<file path="src/rtl/pwm_buf_pkg.sv">
package pwm_buf_pkg;

   typedef enum logic [1:0] {
      POL_IMM    = 2'd0,
      POL_LOCAL  = 2'd1,
      POL_GLOBAL = 2'd2,
      POL_RSVD   = 2'd3
   } commit_pol_e;

   localparam int ADDR_W     = 2;
   localparam int POL_W      = 2;
   localparam int CTRL_W     = 2 * POL_W;

   localparam logic [ADDR_W-1:0] A_CTRL = 2'd0;
   localparam logic [ADDR_W-1:0] A_LOAD = 2'd1;
   localparam logic [ADDR_W-1:0] A_CMPA = 2'd2;
   localparam logic [ADDR_W-1:0] A_CMPB = 2'd3;

   // Reserved code falls back to immediate behaviour.
   function automatic commit_pol_e pol_decode(input logic [POL_W-1:0] f);
      commit_pol_e p;
      case (f)
         2'd1:    p = POL_LOCAL;
         2'd2:    p = POL_GLOBAL;
         default: p = POL_IMM;
      endcase
      return p;
   endfunction

endpackage

</file>
<file path="src/rtl/pwm_shadow_group.sv">
module pwm_shadow_group
   import pwm_buf_pkg::*;
#(
   parameter int             N       = 2,
   parameter int             W       = 16,
   parameter logic [N*W-1:0] RST_VEC = '0
) (
   input  logic           clk,
   input  logic           rst_n,
   input  logic [N-1:0]   wr_en,
   input  logic [W-1:0]   wr_data,
   input  commit_pol_e    pol,
   input  logic           zero_evt,
   input  logic           glb_arm,
   output logic [N*W-1:0] active_q,
   output logic [N*W-1:0] active_nxt
);

   localparam int TOT_W = N * W;

   logic [TOT_W-1:0] shadow_q;
   logic             pend_q;
   logic             any_wr;
   logic             commit;
   logic             buffered;

   initial begin
      if (N < 1) $error("pwm_shadow_group: N must be at least 1");
      if (W < 1) $error("pwm_shadow_group: W must be at least 1");
   end

   assign any_wr   = |wr_en;
   assign buffered = (pol != POL_IMM);

   // A whole group moves together, so all members see one commit strobe.
   always_comb begin
      commit = 1'b0;
      if (pend_q) begin
         case (pol)
            POL_LOCAL:  commit = zero_evt;
            POL_GLOBAL: commit = zero_evt && glb_arm;
            default:    commit = 1'b1;
         endcase
      end
   end

   always_ff @(posedge clk) begin
      if (!rst_n)
         pend_q <= 1'b0;
      else if (any_wr && buffered)
         pend_q <= 1'b1;
      else if (commit)
         pend_q <= 1'b0;
   end

   for (genvar i = 0; i < N; i++) begin : g_mem
      always_comb begin
         if (wr_en[i] && !buffered)
            active_nxt[i*W +: W] = wr_data;
         else if (commit)
            active_nxt[i*W +: W] = shadow_q[i*W +: W];
         else
            active_nxt[i*W +: W] = active_q[i*W +: W];
      end

      always_ff @(posedge clk) begin
         if (!rst_n)
            shadow_q[i*W +: W] <= RST_VEC[i*W +: W];
         else if (wr_en[i])
            shadow_q[i*W +: W] <= wr_data;
      end
   end

   always_ff @(posedge clk) begin
      if (!rst_n)
         active_q <= RST_VEC;
      else
         active_q <= active_nxt;
   end

   // no movement of active values under local policy away from zero
   a_r6_local_hold : assert property (@(posedge clk) disable iff (!rst_n)
      (pol == POL_LOCAL && !zero_evt) |=> $stable(active_q));

   // global policy holds unless zero coincides with an armed request
   a_r7_global_hold : assert property (@(posedge clk) disable iff (!rst_n)
      (pol == POL_GLOBAL && !(zero_evt && glb_arm)) |=> $stable(active_q));

   // immediate write lands in the active copy on the next cycle
   a_r5_imm_write : assert property (@(posedge clk) disable iff (!rst_n)
      (pol == POL_IMM && wr_en[0]) |=> (active_q[W-1:0] == $past(wr_data)));

   // a buffered commit carries the latest shadow content
   a_r9_latest_value : assert property (@(posedge clk) disable iff (!rst_n)
      (buffered && commit && !wr_en[0]) |=> (active_q[W-1:0] == shadow_q[W-1:0]));

endmodule

</file>
<file path="src/rtl/pwm_timebase.sv">
module pwm_timebase #(
   parameter int           W        = 16,
   parameter logic [W-1:0] RST_LOAD = '1
) (
   input  logic         clk,
   input  logic         rst_n,
   input  logic [W-1:0] reload_val,
   output logic [W-1:0] cnt_q,
   output logic         zero_evt
);

   localparam logic [W-1:0] ONE = W'(1);

   assign zero_evt = (cnt_q == '0);

   always_ff @(posedge clk) begin
      if (!rst_n)
         cnt_q <= RST_LOAD;
      else if (zero_evt)
         cnt_q <= reload_val;
      else
         cnt_q <= cnt_q - ONE;
   end

   // decrement by one away from zero
   a_r2_count_down : assert property (@(posedge clk) disable iff (!rst_n)
      (cnt_q != '0) |=> (cnt_q == $past(cnt_q) - ONE));

endmodule

</file>
<file path="src/rtl/pwm_edge_out.sv">
module pwm_edge_out #(
   parameter int W = 16
) (
   input  logic         clk,
   input  logic         rst_n,
   input  logic [W-1:0] cnt,
   input  logic         zero_evt,
   input  logic [W-1:0] cmp_a,
   input  logic [W-1:0] cmp_b,
   output logic         pwm_q,
   output logic         match_b
);

   logic hit_a;

   assign hit_a   = (cnt == cmp_a);
   assign match_b = (cnt == cmp_b);

   // Reload sets; compare A clears; reload wins when both coincide.
   always_ff @(posedge clk) begin
      if (!rst_n)
         pwm_q <= 1'b0;
      else if (zero_evt)
         pwm_q <= 1'b1;
      else if (hit_a)
         pwm_q <= 1'b0;
   end

   // rising after the zero cycle
   a_r3_high_after_zero : assert property (@(posedge clk) disable iff (!rst_n)
      zero_evt |=> pwm_q);

   // falling after a non-zero compare A match
   a_r3_low_after_match : assert property (@(posedge clk) disable iff (!rst_n)
      (!zero_evt && cnt == cmp_a) |=> !pwm_q);

   // no edge between events
   a_r3_hold_between : assert property (@(posedge clk) disable iff (!rst_n)
      (!zero_evt && cnt != cmp_a) |=> $stable(pwm_q));

endmodule

</file>
<file path="src/rtl/pwm_gen_buffered.sv">
module pwm_gen_buffered
   import pwm_buf_pkg::*;
#(
   parameter int               CNT_W    = 16,
   parameter logic [CNT_W-1:0] RST_LOAD = CNT_W'(999)
) (
   input  logic                     clk,
   input  logic                     rst_n,
   input  logic                     wr_en,
   input  logic [pwm_buf_pkg::ADDR_W-1:0] wr_addr,
   input  logic [CNT_W-1:0]         wr_data,
   input  logic                     glb_req,
   output logic                     pwm_out,
   output logic                     match_b,
   output logic                     glb_pending,
   output logic [CNT_W-1:0]         cnt_out
);

   localparam int NCMP = 2;

   if (CNT_W < CTRL_W) begin : g_chk_width
      $error("pwm_gen_buffered: CNT_W must hold the control fields");
   end

   commit_pol_e             load_pol_q;
   commit_pol_e             cmp_pol_q;
   logic                    arm_q;
   logic                    zero_evt;
   logic [CNT_W-1:0]        cnt_q;
   logic [0:0]              load_we;
   logic [NCMP-1:0]         cmp_we;
   logic [CNT_W-1:0]        load_act_q;
   logic [CNT_W-1:0]        load_nxt;
   logic [NCMP*CNT_W-1:0]   cmp_act_q;
   logic [NCMP*CNT_W-1:0]   cmp_nxt;

   // Write decode
   assign load_we[0] = wr_en && (wr_addr == A_LOAD);
   assign cmp_we[0]  = wr_en && (wr_addr == A_CMPA);
   assign cmp_we[1]  = wr_en && (wr_addr == A_CMPB);

   always_ff @(posedge clk) begin
      if (!rst_n) begin
         load_pol_q <= POL_IMM;
         cmp_pol_q  <= POL_IMM;
      end else if (wr_en && wr_addr == A_CTRL) begin
         load_pol_q <= pol_decode(wr_data[POL_W-1:0]);
         cmp_pol_q  <= pol_decode(wr_data[2*POL_W-1:POL_W]);
      end
   end

   // Global request: sticky until the zero that consumes it
   always_ff @(posedge clk) begin
      if (!rst_n)
         arm_q <= 1'b0;
      else if (glb_req)
         arm_q <= 1'b1;
      else if (zero_evt)
         arm_q <= 1'b0;
   end

   pwm_shadow_group #(
      .N       (1),
      .W       (CNT_W),
      .RST_VEC (RST_LOAD)
   ) u_load_grp (
      .clk        (clk),
      .rst_n      (rst_n),
      .wr_en      (load_we),
      .wr_data    (wr_data),
      .pol        (load_pol_q),
      .zero_evt   (zero_evt),
      .glb_arm    (arm_q),
      .active_q   (load_act_q),
      .active_nxt (load_nxt)
   );

   pwm_shadow_group #(
      .N       (NCMP),
      .W       (CNT_W),
      .RST_VEC ('0)
   ) u_cmp_grp (
      .clk        (clk),
      .rst_n      (rst_n),
      .wr_en      (cmp_we),
      .wr_data    (wr_data),
      .pol        (cmp_pol_q),
      .zero_evt   (zero_evt),
      .glb_arm    (arm_q),
      .active_q   (cmp_act_q),
      .active_nxt (cmp_nxt)
   );

   pwm_timebase #(
      .W        (CNT_W),
      .RST_LOAD (RST_LOAD)
   ) u_tb (
      .clk        (clk),
      .rst_n      (rst_n),
      .reload_val (load_nxt),
      .cnt_q      (cnt_q),
      .zero_evt   (zero_evt)
   );

   pwm_edge_out #(
      .W (CNT_W)
   ) u_out (
      .clk      (clk),
      .rst_n    (rst_n),
      .cnt      (cnt_q),
      .zero_evt (zero_evt),
      .cmp_a    (cmp_act_q[0 +: CNT_W]),
      .cmp_b    (cmp_act_q[CNT_W +: CNT_W]),
      .pwm_q    (pwm_out),
      .match_b  (match_b)
   );

   assign glb_pending = arm_q;
   assign cnt_out     = cnt_q;

   // a request arms the pending flag
   a_r8_arm_set : assert property (@(posedge clk) disable iff (!rst_n)
      glb_req |=> glb_pending);

   // the zero consumes the armed request
   a_r8_arm_clear : assert property (@(posedge clk) disable iff (!rst_n)
      (glb_pending && zero_evt && !glb_req) |=> !glb_pending);

   // reload takes the period value that is active afterwards
   a_r2_reload_value : assert property (@(posedge clk) disable iff (!rst_n)
      zero_evt |=> (cnt_out == load_act_q));

   // compare pair frozen mid-cycle under local policy
   a_r6_pair_frozen : assert property (@(posedge clk) disable iff (!rst_n)
      (cmp_pol_q == POL_LOCAL && !zero_evt) |-> (cmp_nxt == cmp_act_q));

endmodule

</file>
<file path="config.mk">
export PLATFORM = sky130hd
export DESIGN_NAME = pwm_gen_buffered
export DESIGN_NICKNAME = d
export VERILOG_FILES = /design/src/rtl/pwm_buf_pkg.sv /design/src/rtl/pwm_shadow_group.sv /design/src/rtl/pwm_timebase.sv /design/src/rtl/pwm_edge_out.sv /design/src/rtl/pwm_gen_buffered.sv
export SDC_FILE = /design/constraint.sdc
export NUM_CORES = 1
export LEC_CHECK = 0
export BUFFER_PORTS_ARGS = -buffer_cell sky130_fd_sc_hd__buf_2
export CORE_MARGIN = 3
export CORE_UTILIZATION = 60
export CTS_CLUSTER_DIAMETER = 120
export DETAILED_ROUTE_END_ITERATION = 10
export GPL_TIMING_DRIVEN = 0
export PLACE_DENSITY_LB_ADDON = 0.05
export SLEW_MARGIN = 20
export SYNTH_ARGS = -nofsm -noshare
export SYNTH_HDL_FRONTEND = slang
export SYNTH_SLANG_ARGS = --single-unit
</file>
<file path="constraint.sdc">
create_clock -name clk -period 2.5 [get_ports clk]
set_input_delay 0 -clock clk [delete_from_list [all_inputs] [get_ports clk]]
set_output_delay 0 -clock clk [all_outputs]
set_load 0.005 [all_outputs]
</file>
* Yosys cells after proc, flatten, opt, wreduce, memory -nomap -nowiden
Cells that the tools add are included.
** Storage, ports and cells
- Register bits :: 120
- Output and inout bits :: 19
- Input port bits :: 22
** Cells by class
- Muxes and demuxes :: 21
- Reductions and logical operators :: 23
- Eq/ne operators :: 13
- $add $sub $neg :: 1
** Operator list (number)
- two-way mux 16 bit :: 7
- == test 16 bit :: 2
- zero test 16 bit :: 1
- nonzero test 2 bit :: 8
- subtractor 16 x 1 -> 16 bit (second input constant) :: 1
- == test 2 bit (second input constant) :: 6
- == test 2 x 1 -> 1 bit (second input constant) :: 5
- logical AND 1 bit :: 10
- two-way mux 1 bit :: 10
- case mux 2 bit (2 select lines) :: 2
- case mux 1 bit (2 select lines) :: 2
- zero test 1 bit :: 2
- zero test 2 bit :: 1
- OR reduction 2 bit :: 1

* Longest topological paths before layout
- Depth after elaboration :: 7
- Depth in mapped cells :: 9
- Mapped depth without buffers :: 7

* By module
Synthesis repeated with hierarchy kept, for this count alone.
** Unflattened totals
- Cells, all modules :: 734
- Area total of the unflattened synthesis :: 6206.0 um2
** By module, submodules not included
- pwm_shadow_group at u_cmp_grp :: seq. area each 1301.2 um2, cells each 367, area an instance 3051.7 um2, times used 1
- pwm_shadow_group at u_load_grp :: seq. area each 660.6 um2, cells each 183, area an instance 1589.0 um2, times used 1
- pwm_timebase :: seq. area each 320.3 um2, cells each 113, area an instance 942.2 um2, times used 1
- pwm_edge_out :: seq. area each 20.0 um2, cells each 46, area an instance 375.4 um2, times used 1
- pwm_gen_buffered :: seq. area each 100.1 um2, cells each 25, area an instance 247.7 um2, times used 1

* Worst setup path before layout
Ideal clock, no wire load.
- Kind :: register to register
- From :: register u_tb.cnt_q[0]
- To :: register u_cmp_grp.active_q[10]
- Setup time :: 133 ps
- Path buffers :: 2
- Data required time :: 2367 ps
- Path slack :: 406 ps
- Arrival :: 1962 ps
- Period minus slack after synthesis :: 2094 ps
- Stages on the path, launching flop included :: 10
- Cell sequence :: dfxtp_1 -> inv_1 -> ha_1 -> nor4b_1 -> and4_1 -> buf_4 -> o2bb2ai_4 -> buf_6 -> mux2i_1 -> a21oi_1
** Between the ends
- Cells in the longest elaborated chain, start to end :: 5
** Ends and longest elaborated chain
- start, declared :: line pwm_timebase.sv:8 : output logic [W-1:0] cnt_q,
- start signal, assigned :: line pwm_timebase.sv:20 : cnt_q <= reload_val;
- start signal, assigned :: line pwm_timebase.sv:22 : cnt_q <= cnt_q - ONE;
- zero test 16 bit * :: line pwm_timebase.sv:14 : assign zero_evt = (cnt_q == '0);
- logical AND 1 bit :: line pwm_shadow_group.sv:41 : POL_GLOBAL: commit = zero_evt && glb_arm;
- case mux 1 bit (2 select lines) * :: line pwm_shadow_group.sv:39 : case (pol)
- two-way mux 1 bit * :: line pwm_shadow_group.sv:38 : if (pend_q) begin
- nonzero test 2 bit (no line) *
- end signal, assigned :: line pwm_shadow_group.sv:78 : active_q <= active_nxt;
- end, declared :: line pwm_shadow_group.sv:15 : output logic [N*W-1:0] active_q,
Every way passes the cells marked *; elsewhere a longest branch is shown, timed or not.
A chain may end at the register's enable or synchronous reset.

* Worst setup path in the final report
- From :: register u_tb.cnt_q[3]
- To :: register u_tb.cnt_q[11]
** Between the ends
- Cells in the longest elaborated chain, start to end :: 7
- Elaborated cells on any way between the ends :: 8
** Ends and longest elaborated chain
- zero test 16 bit :: line pwm_timebase.sv:14
- logical AND 1 bit :: line pwm_shadow_group.sv:41
- case mux 1 bit (2 select lines) :: line pwm_shadow_group.sv:39
- two-way mux 1 bit :: line pwm_shadow_group.sv:38
- two-way mux 16 bit :: line pwm_shadow_group.sv:60 : else if (commit)
- two-way mux 16 bit :: line pwm_shadow_group.sv:58 : if (wr_en[i] && !buffered)
- two-way mux 16 bit * :: line pwm_timebase.sv:19 : else if (zero_evt)
Marks and branches as above.

==> run_results.csv <==
group,metric,value,unit
sta,tightest_slew,0.776,ns
grt,grt_max_degree,17,
synth,synth_area,6060,sq um
pwr,ir_drop,0.577,mV
drt,dr.pass1.iters,6,
synth,synth-seq-cells,120,
die,die_y,106,um
grt,first_global_vias,5854,
critical_path,required,2.90,ns
critical_path,path_delay_family,"simple AND/OR/NAND/NOR gates",
die,coreArea,9770,sq um
die,core.rowCount,36,
pwr,power_frac_clock,0.510,
critical_path,cpMaxStageDelayCell,"nor3_1",
grt,grt_antenna_before_repair,0,
clock_network,cts_sinks,120,
pwr,p_comb_frac,0.084,
critical_path,setup.worst_path.end_class,"flop",
grt,overflow,0,
synth,synth_edf_count,0,
place,port_buffers,37,
critical_path,start_kind,"flop",
clock_network,clk-insertion-delay-late,0.54,ns
critical_path,crit_top_cell,"buf_4",
synth,synth_top_area_frac,0.396,
clock_network,clk_path_buf_depth,2,
synth,netlist-cell-type-count,56,
synth,synthArstFlopShare,0,
finish,drive_above_1_share,0.116,
place,hpwl,13.6,mm
finish,final_nets,851,
clock_network,cts_max_level,4,
critical_path,crit_chain,"clkbuf_1, nor4_4, buf_4, and4_1, buf_4, buf_4, nor2_1, nor3_1, o221ai_1",
drt,dr.first_iter.drc_count,796,
synth,synth_flop_cell,"dfxtp_1",
finish,diodes,0,
sta,setup_viol,0,
sta,min_period,2.48,ns
synth,syn_nets,773,
synth,syn_inst,744,
synth,yosys.area.top_type,"dfxtp_1",
place,place.gp.congestion,0.970,
critical_path,criticalPathCategory,"flop to flop",
synth,synth.area.top_cells,"dfxtp_1 40%, nand2_1 9.4%, a21boi_0 5.6%",
drt,ant_nets,0,
critical_path,crit_buf_inv,4,
drt,viasPerCell,6.27,
drt,vias,6066,
sta,fmax,0.404,GHz
run_status,status,"finished, final reports clean",
die,io_pins,41,
die,chipWidth,106,um
pwr,p_sw,1190,uW
pwr,leakage,0.00264,uW
pwr,switching_share,0.235,
sta,fin_crit_sh,0.991,
clock_network,cts_buffers,17,
clock_network,cts_tree,"yes",
min_path,hold_path_class,"primary input to flop",
clock_network,path_clk_slew,0.06,ns
grt,grt_usage,0.363,
pwr,total_power,5060,uW
sta,slew_headroom,0.483,
drt,drc,0,
pwr,p_int,3870,uW
sta,whs,0.0568,ns
flow_run,maxCapViolations,0,
clock_network,root_buffer,"clkbuf_8",
critical_path,cp.arrival,2.88,ns
drt,wl,20.2,mm
die,die_area,11300,sq um
pwr,p_per_area,693,nW/um^2
die,start_util,0.620,
finish,synthToLayoutAreaGrowth,20.4,%
sta,hold_viol_final,0,
synth,yosysSeqAreaShare,0.396,
synth,yosys_warnings,0,
grt,grt_pass1_wl,31.5,mm
sta,finClkSkew,0.00586,ns
drt,wire_per_inst,20.9,um
synth,synth_area_per_cell,8.14,sq um
critical_path,slowest_delay,0.37,ns
finish,n_fill_cell,770,
sta,final_max_slew_viol_count,0,
critical_path,worstPathMaxFanout,10,
pwr,pwr-share-seq,0.405,
-- metal layers --
metal | vias up | track usage | wire, um
met4 | 0 | 0.174 | 796
met5 | - | 0 | 0
met3 | 77 | 0.114 | 2530
li1 | 2768 | - | -
met1 | 2799 | 0.479 | 8150
met2 | 422 | 0.539 | 8710
-- timing repair --
action                                 in CTS  in global routing
endpoints found under the hold margin     101                  0
pin swaps                                   0                  1
resized for setup                           3                 12
hold buffers                               20                  0
setup endpoints to repair                  13                 53
buffers inserted                            0                  2
-- flip-flops by register name, summed over array words and instances, names as in the netlist --
| signal | count |
|---|---|
| u_cmp_grp.active_q | 32 |
| u_cmp_grp.shadow_q | 32 |
| u_load_grp.active_q | 16 |
| u_load_grp.shadow_q | 16 |
| u_tb.cnt_q | 16 |
| cmp_pol_q | 2 |
| load_pol_q | 2 |
| glb_pending | 1 |
| u_cmp_grp.pend_q | 1 |
| u_load_grp.pend_q | 1 |
| u_out.pwm_q | 1 |
-- worst paths after layout --
path | startpoint | end | cells after the start | slack [ns]
setup / recovery | u_tb.cnt_q[3] | u_tb.cnt_q[11] | 9 | 0.02
hold / removal | wr_addr[0] | load_pol_q[1] | 4 | 0.06
setup reg to reg | u_tb.cnt_q[3] | u_tb.cnt_q[11] | 9 | 0.02
hold reg to reg | u_load_grp.shadow_q[1] | u_load_grp.shadow_q[1] | 2 | 0.46
-- area by class of cell --
cell class                      instances  area (sq um)  share of cell area
Buffer                                 69           312              0.0427
Clock buffer                           23           477              0.0654
Clock inverter                          8           143              0.0196
Inverter                                9          33.8             0.00463
Multi-Input combinational cell        546          3360               0.461
Sequential cell                       120          2400               0.329
Tap cell                              133           166              0.0228
Timing Repair Buffer                   59           400              0.0549
-- metrics by stage --
| stage | cells | worst slack (ns) | TNS (ns) | instance area, sq um | util |
|---|---|---|---|---|---|
| global placement | 914 | -0.0688 | -0.138 | 6410 | 0.656 |
| detailed placement | 914 | -0.164 | -0.570 | 6410 | 0.656 |
| CTS | 965 | 0.0260 | 0 | 7250 | 0.742 |
| global route | 967 | -0.0137 | -0.0237 | 7290 | 0.746 |
| finish | 967 | 0.0226 | 0 | 7290 | 0.746 |
| floorplan | 744 | 0.406 | 0 | 6060 | - |
-- power by group through the flow --
stage | sequential, uW | combinational [uW] | clock, uW
floorplan | 2070 | 242 | 0
global placement | 2080 | 367 | 0
detailed placement | 2090 | 379 | 0
CTS | 2050 | 408 | 2570
global route | 2060 | 459 | 2660
finish | 2050 | 426 | 2580
-- cell usage in the layout (no fill, tap or decap), types with 5 or more instances in the layout --
master         count
a21boi_0          45
a21oi_1           43
a2bb2oi_1          5
a31oi_1            7
buf_2             44
clkbuf_1          51
clkbuf_16         16
clkbuf_2           5
clkbuf_8           5
dfxtp_1          120
dlygate4sd3_1     20
ha_1               6
inv_1              9
mux2i_1           32
nand2_1          151
nand3_1           16
nand3b_1           5
nand4_1           10
nor2_1            24
nor3_1            24
nor3b_1            5
nor4_1            11
o211ai_1           5
o21ai_0           50
o221ai_1          13
xnor2_1           25
xor2_1            21
-- cell usage after synthesis (all sizes together), types with 3 or more instances --
cell type  count
buf           16
o311ai         3
xnor2         25
inv            9
nand3b         5
nor2b          3
o21ai         50
ha             7
a21boi        45
o211ai         5
nor3          25
nand3         17
nand2b         3
a222oi         3
o221ai        13
nand2        151
nor3b          5
a2bb2oi        5
nand4         10
dfxtp        120
a31oi          7
mux2i         32
o2bb2ai        3
and2           3
clkbuf        53
xor2          21
a21oi         43
nor4          13
nor2          24
-- worst reg2reg max path, cell delays in order (launching register included) --
cell and delay (ns):
dfxtp_1 0.31, clkbuf_1 0.26, nor4_4 0.35, buf_4 0.21
and4_1 0.20, buf_4 0.18, buf_4 0.21, nor2_1 0.07
nor3_1 0.37, o221ai_1 0.18
-- kinds of logic (layout without fill, tap and decap cells) --
group           after synthesis  after routing  synth area share
flops                       120            120             0.396
mux                          32             32            0.0529
buf+inv                      78            168            0.0562
xor+xnor                     46             46            0.0665
simple gates                270            270             0.206
fa+ha+maj                     7              7            0.0145
compound gates              191            191             0.208
(Power assumes the default switching activity.)
